==> src/rtl/irq_hub_pkg.sv <==
package irq_hub_pkg;
  localparam int NSRC = 11;
  localparam logic [NSRC-1:0] LIVE_BITS  = 11'h7E7;
  localparam logic [NSRC-1:0] CODED_BITS = 11'h1E7;
  localparam int OFF_CTRL = 'h500;
  localparam int OFF_STAT = 'h520;
  localparam int OFF_MASK = 'h528;
  localparam int EN_BIT   = 7;
  localparam int CODE_W   = 8;

  function automatic logic [CODE_W-1:0] src_code(input int b);
    case (b)
      0: src_code = 8'd4;
      1: src_code = 8'd5;
      2: src_code = 8'd6;
      5: src_code = 8'd9;
      6: src_code = 8'd10;
      7: src_code = 8'd11;
      8: src_code = 8'd12;
      default: src_code = 8'd0;
    endcase
  endfunction
endpackage

==> src/rtl/irq_hub_status.sv <==
module irq_hub_status
  import irq_hub_pkg::*;
(
  input  logic            clk,
  input  logic            rst_n,
  input  logic [NSRC-1:0] evt,
  input  logic [NSRC-1:0] clr,
  output logic [NSRC-1:0] status
);
  for (genvar i = 0; i < NSRC; i++) begin : g_bit
    if (LIVE_BITS[i]) begin : g_live
      logic q, nxt, upd;
      always_comb begin
        upd = evt[i] | clr[i];
        nxt = evt[i] | (q & ~clr[i]);
      end
      always_ff @(posedge clk or negedge rst_n) begin
        if (!rst_n)   q <= 1'b0;
        else if (upd) q <= nxt;
      end
      assign status[i] = q;
    end else begin : g_hole
      assign status[i] = 1'b0;
    end
  end
endmodule

==> src/rtl/irq_hub_prio.sv <==
module irq_hub_prio
  import irq_hub_pkg::*;
(
  input  logic [NSRC-1:0]   pend,
  output logic              vld,
  output logic [CODE_W-1:0] code
);
  always_comb begin
    vld  = 1'b0;
    code = '0;
    for (int i = NSRC - 1; i >= 0; i--) begin
      if (pend[i] && CODED_BITS[i]) begin
        vld  = 1'b1;
        code = src_code(i);
      end
    end
  end
endmodule

==> src/rtl/irq_hub.sv <==
module irq_hub
  import irq_hub_pkg::*;
#(
  parameter int ADDR_W = 12,
  parameter int DATA_W = 32
) (
  input  logic              clk,
  input  logic              rst_n,
  input  logic [ADDR_W-1:0] reg_addr,
  input  logic              reg_wr,
  input  logic [DATA_W-1:0] reg_wdata,
  output logic [DATA_W-1:0] reg_rdata,
  input  logic [NSRC-1:0]   evt_in,
  output logic              irq_o,
  output logic              msg_vld,
  output logic [CODE_W-1:0] msg_code
);
  localparam logic [ADDR_W-1:0] A_CTRL = ADDR_W'(OFF_CTRL);
  localparam logic [ADDR_W-1:0] A_STAT = ADDR_W'(OFF_STAT);
  localparam logic [ADDR_W-1:0] A_MASK = ADDR_W'(OFF_MASK);

  logic [1:0] rst_pipe;
  logic       rst_sync_n;
  always_ff @(posedge clk or negedge rst_n) begin
    if (!rst_n) rst_pipe <= 2'b00;
    else        rst_pipe <= {rst_pipe[0], 1'b1};
  end
  assign rst_sync_n = rst_pipe[1];

  logic            wr_ctrl, wr_stat, wr_mask;
  logic [NSRC-1:0] clr_vec, status_q, mask_q, mask_nxt, pend;
  logic            en_q, en_nxt;

  always_comb begin
    wr_ctrl  = reg_wr && (reg_addr == A_CTRL);
    wr_stat  = reg_wr && (reg_addr == A_STAT);
    wr_mask  = reg_wr && (reg_addr == A_MASK);
    clr_vec  = wr_stat ? reg_wdata[NSRC-1:0] : '0;
    mask_nxt = reg_wdata[NSRC-1:0] & LIVE_BITS;
    en_nxt   = reg_wdata[EN_BIT];
  end

  always_ff @(posedge clk or negedge rst_sync_n) begin
    if (!rst_sync_n)  mask_q <= '0;
    else if (wr_mask) mask_q <= mask_nxt;
  end

  always_ff @(posedge clk or negedge rst_sync_n) begin
    if (!rst_sync_n)  en_q <= 1'b0;
    else if (wr_ctrl) en_q <= en_nxt;
  end

  irq_hub_status u_stat (
    .clk    (clk),
    .rst_n  (rst_sync_n),
    .evt    (evt_in),
    .clr    (clr_vec),
    .status (status_q)
  );

  assign pend  = status_q & ~mask_q;
  assign irq_o = en_q & (|pend);

  irq_hub_prio u_prio (
    .pend (pend),
    .vld  (msg_vld),
    .code (msg_code)
  );

  always_comb begin
    reg_rdata = '0;
    case (reg_addr)
      A_CTRL:  reg_rdata[EN_BIT]   = en_q;
      A_STAT:  reg_rdata[NSRC-1:0] = status_q;
      A_MASK:  reg_rdata[NSRC-1:0] = mask_q;
      default: reg_rdata = '0;
    endcase
  end
endmodule

==> config.mk <==
export PLATFORM = sky130hd
export DESIGN_NAME = irq_hub
export DESIGN_NICKNAME = d
export VERILOG_FILES = /design/src/rtl/irq_hub_pkg.sv /design/src/rtl/irq_hub_status.sv /design/src/rtl/irq_hub_prio.sv /design/src/rtl/irq_hub.sv
export SDC_FILE = /design/constraint.sdc
export NUM_CORES = 1
export LEC_CHECK = 0
export ABC_CLOCK_PERIOD_IN_PS = 4500
export BUFFER_PORTS_ARGS = -buffer_cell sky130_fd_sc_hd__buf_2
export CORE_MARGIN = 2
export CORE_UTILIZATION = 43
export CTS_CLUSTER_DIAMETER = 80
export DETAILED_ROUTE_END_ITERATION = 16
export GPL_TIMING_DRIVEN = 0
export PLACE_DENSITY_LB_ADDON = 0.05
export SYNTH_ARGS = -nofsm -noshare
export SYNTH_HDL_FRONTEND = slang
export SYNTH_SLANG_ARGS = --single-unit
==> constraint.sdc <==
create_clock -name clk -period 4.5 [get_ports clk]
set_clock_uncertainty 0.2 [all_clocks]
set_input_delay 0.9 -clock clk [delete_from_list [all_inputs] [get_ports clk]]
set_output_delay 0.9 -clock clk [all_outputs]
set_load 0.02 [all_outputs]
==> results.sh <==
export IMPL_rsz0062_at_grt="no"
export IMPL_final_setup_viol_count=0
export IMPL_startpoint_type="primary input"
export IMPL_core_area_um2=3030
export IMPL_gp_congestion=0.739
export IMPL_ant_nets=0
export IMPL_nets=271
export IMPL_io_buffers=47
export IMPL_avgSynthCellArea_um2=10.0
export IMPL_h_tree_depth=1
export IMPL_viasPerCell=4.38
export IMPL_r2r_cells=0
export IMPL_synth_xor_xnor_area_share_pct=0
export IMPL_clkLatencyLatePin_ns=0.31
export IMPL_synth_compound_area_share_pct=8.60
export IMPL_nFillCells=289
export IMPL_cp_required_ns=3.40
export IMPL_r2r_end="u_stat.g_bit[5].g_live.q"
export IMPL_final_area_um2=1770
export IMPL_timing_fmax_mhz=311
export IMPL_ioPinCount=100
export IMPL_first_iter_violations=24
export IMPL_path_max_fanout=10
export IMPL_leakage_nw=0.976
export IMPL_post_cts_setup_buffers=0
export IMPL_die_area_um2=3610
export IMPL_status="finished, final reports clean"
export IMPL_clk_pin_slew_ns=0.12
export IMPL_drc=0
export IMPL_rr_startpoint="rst_pipe[1]"
export IMPL_p_per_area_nw_per_um2=199
export IMPL_antenna_found_initial=0
export IMPL_grt_overflow_total=0
export IMPL_cts_tree="yes"
export IMPL_crit_path_end_kind="output pin"
export IMPL_clockRootBuffer="clkbuf_4"
export IMPL_hold_violations=0
export IMPL_hold_buffers=0
export IMPL_via_count=1121
export IMPL_die_x_um=60.1
export IMPL_grt_first_pass_wirelength_mm=4.28
export IMPL_drv_slew=0
export IMPL_reg2reg_slack_ns=3.50
export IMPL_drive_gt1_share_pct=42.9
export IMPL_start_util_pct=44.7
export IMPL_grt_max_degree=20
export IMPL_synth_top_family_by_area="simple AND/OR/NAND/NOR gates"
export IMPL_totalWireLength_mm=2.82
export IMPL_yosys_area_share_simple_pct=20.8
export IMPL_critPathKind="primary input to output pin"
export IMPL_worst_slew_pin_slew_ns=0.754
export IMPL_yosys_mux_area_fraction_pct=15.0
export IMPL_dr_pass1_iters=2
export IMPL_clockBufferDepth=2
export IMPL_postPlaceCellArea_um2=1740
export IMPL_fin_crit_sh_pct=71.3
export IMPL_grt_pass1_vias=969
export IMPL_max_slew_margin_rel_pct=49.7
export IMPL_synthCells=135
export IMPL_hold_path_class="flip-flop to asynchronous set/reset pin"
export IMPL_rows=20
export IMPL_grtUsageTotal_pct=15.9
export IMPL_ir_drop_mv=0.151
export IMPL_crit_arrival_ns=2.11
export IMPL_yosys_area_share_adder_pct=0
export IMPL_dp_hpwl_mm=2.24
export IMPL_max_cap_violations=0
export IMPL_fin_crit_ns=3.21
export IMPL_timing_setup_tns_ns=0
export IMPL_wire_per_inst_um=11.0
export IMPL_post_cts_resized=0
export IMPL_area_delta_synth_final_pct=30.7
export IMPL_cts_buffers=3
export IMPL_synth_seq_cells=21
export IMPL_ys_warn_count=0
export IMPL_numClockSinks=21
export IMPL_seq_area_frac_synth_pct=38.9
export IMPL_syn_area_um2=1350
export IMPL_ys_types=32
export IMPL_diodes=0
export IMPL_chipHeight_um=60.1
-- through the flow --
step,utilization [%],instances,setup WS (ns),hold WS [ns],power [mW]
CTS,58.4,256,1.26,0.136,0.357
floorplan,-,161,1.61,0.0401,0.244
detailed placement,57.5,252,1.26,0.136,0.264
global route,58.4,256,1.14,0.127,0.369
global placement,57.5,252,1.25,0.122,0.263
finish,58.4,256,1.29,0.120,0.352
-- state kept, by name (all words and copies together) (netlist names) --
register               flops
en_q                       1
mask_q                     9
u_stat.g_bit.g_live.q      9
rst_pipe                   2
-- report_power, final --
part | switching [mW] | internal, mW
combinational | 0.0364 | 0.0311
clock | 0.0578 | 0.0332
sequential | 0.00358 | 0.190
-- layer usage --
metal | up-vias | global-route usage, % | share of wire (%)
met5 | - | 0 | 0
met4 | 0 | 6.67 | 1.1
met3 | 4 | 2.81 | 8.0
met2 | 50 | 27.5 | 50
met1 | 508 | 19.3 | 41
li1 | 559 | - | -
-- how the worst max path moves through the flow --
stage / start / to / slack (ns)
3_3_place_gp: reg_addr[3] / reg_rdata[7] / 1.25
2_1_floorplan: reg_addr[2] / reg_rdata[0] / 1.61
3_5_place_dp: reg_addr[3] / reg_rdata[7] / 1.26
6_report: reg_addr[3] / reg_rdata[7] / 1.29
5_1_grt: reg_addr[3] / reg_rdata[7] / 1.14
4_1_cts: reg_addr[3] / reg_rdata[7] / 1.26
-- synthesized netlist by cell type --
| library cell | n | area share (%) |
|---|---|---|
| a211oi_1 | 1 | 0.56 |
| a21o_1 | 9 | 5.0 |
| a21oi_1 | 1 | 0.37 |
| and2_1 | 1 | 0.46 |
| and3_1 | 1 | 0.46 |
| and3b_1 | 1 | 0.65 |
| and4_1 | 1 | 0.65 |
| and4bb_2 | 1 | 0.92 |
| buf_1 | 1 | 0.28 |
| buf_2 | 1 | 0.37 |
| buf_4 | 27 | 15 |
| conb_1 | 2 | 0.56 |
| dfrtp_1 | 21 | 39 |
| inv_1 | 2 | 0.56 |
| mux2_1 | 2 | 1.7 |
| mux2_2 | 8 | 6.7 |
| mux2i_1 | 9 | 6.7 |
| nand2_1 | 12 | 3.3 |
| nand2b_1 | 3 | 1.4 |
| nand3_1 | 2 | 0.74 |
| nand4_4 | 1 | 1.6 |
| nor2_1 | 10 | 2.8 |
| nor2_8 | 1 | 1.5 |
| nor2b_1 | 7 | 3.2 |
| nor3_1 | 1 | 0.37 |
| nor3b_1 | 1 | 0.56 |
| nor4_4 | 1 | 1.6 |
| nor4b_1 | 1 | 0.65 |
| o21a_1 | 1 | 0.56 |
| o21ai_0 | 3 | 1.1 |
| o22ai_1 | 1 | 0.46 |
| o31ai_1 | 1 | 0.56 |
-- placed cells by master (no fill, tap or decap) --
master,netlist,routed
and2_1,1,1
mux2_1,2,2
and3b_1,1,1
nand3_1,2,2
nor3b_1,1,1
a21o_1,9,9
o31ai_1,1,1
and3_1,1,1
o21ai_0,3,3
nor3_1,1,1
and4bb_2,1,1
buf_1,1,1
nor4b_1,1,1
clkbuf_4,0,3
nor2_8,1,1
clkinv_2,0,1
o22ai_1,1,1
inv_1,2,2
nor2_1,10,10
nor2b_1,7,7
dfrtp_1,21,21
a21oi_1,1,1
nand2b_1,3,3
and4_1,1,1
nand2_1,12,12
mux2_2,8,8
a211oi_1,1,1
o21a_1,1,1
nand4_4,1,1
buf_4,27,27
buf_2,1,48
conb_1,2,28
nor4_4,1,1
mux2i_1,9,9
-- final cells by class --
type / count / area [µm²] / area share (%)
Buffer: 29 / 211 / 12.0
Clock buffer: 3 / 22.5 / 1.27
Clock inverter: 1 / 5.00 / 0.283
Inverter: 2 / 7.51 / 0.425
Multi-Input combinational cell: 109 / 706 / 39.9
Sequential cell: 21 / 526 / 29.7
Tap cell: 44 / 55.1 / 3.11
Timing Repair Buffer: 47 / 235 / 13.3
-- logic make-up (layout without fill, tap and decap cells) --
family          Yosys count  after routing
compound gates           17             17
simple gates             45             45
mux                      19             19
flops                    21             21
buf+inv                  31             82
other cells               2             28
-- worst max-delay path, stage by stage --
cell	delay [ns]
buf_2	0.11
buf_1	0.54
nand3_1	0.12
o21ai_0	0.11
and3_1	0.18
buf_2	0.16
No activity file was read; power rests on OpenSTA's default activity.
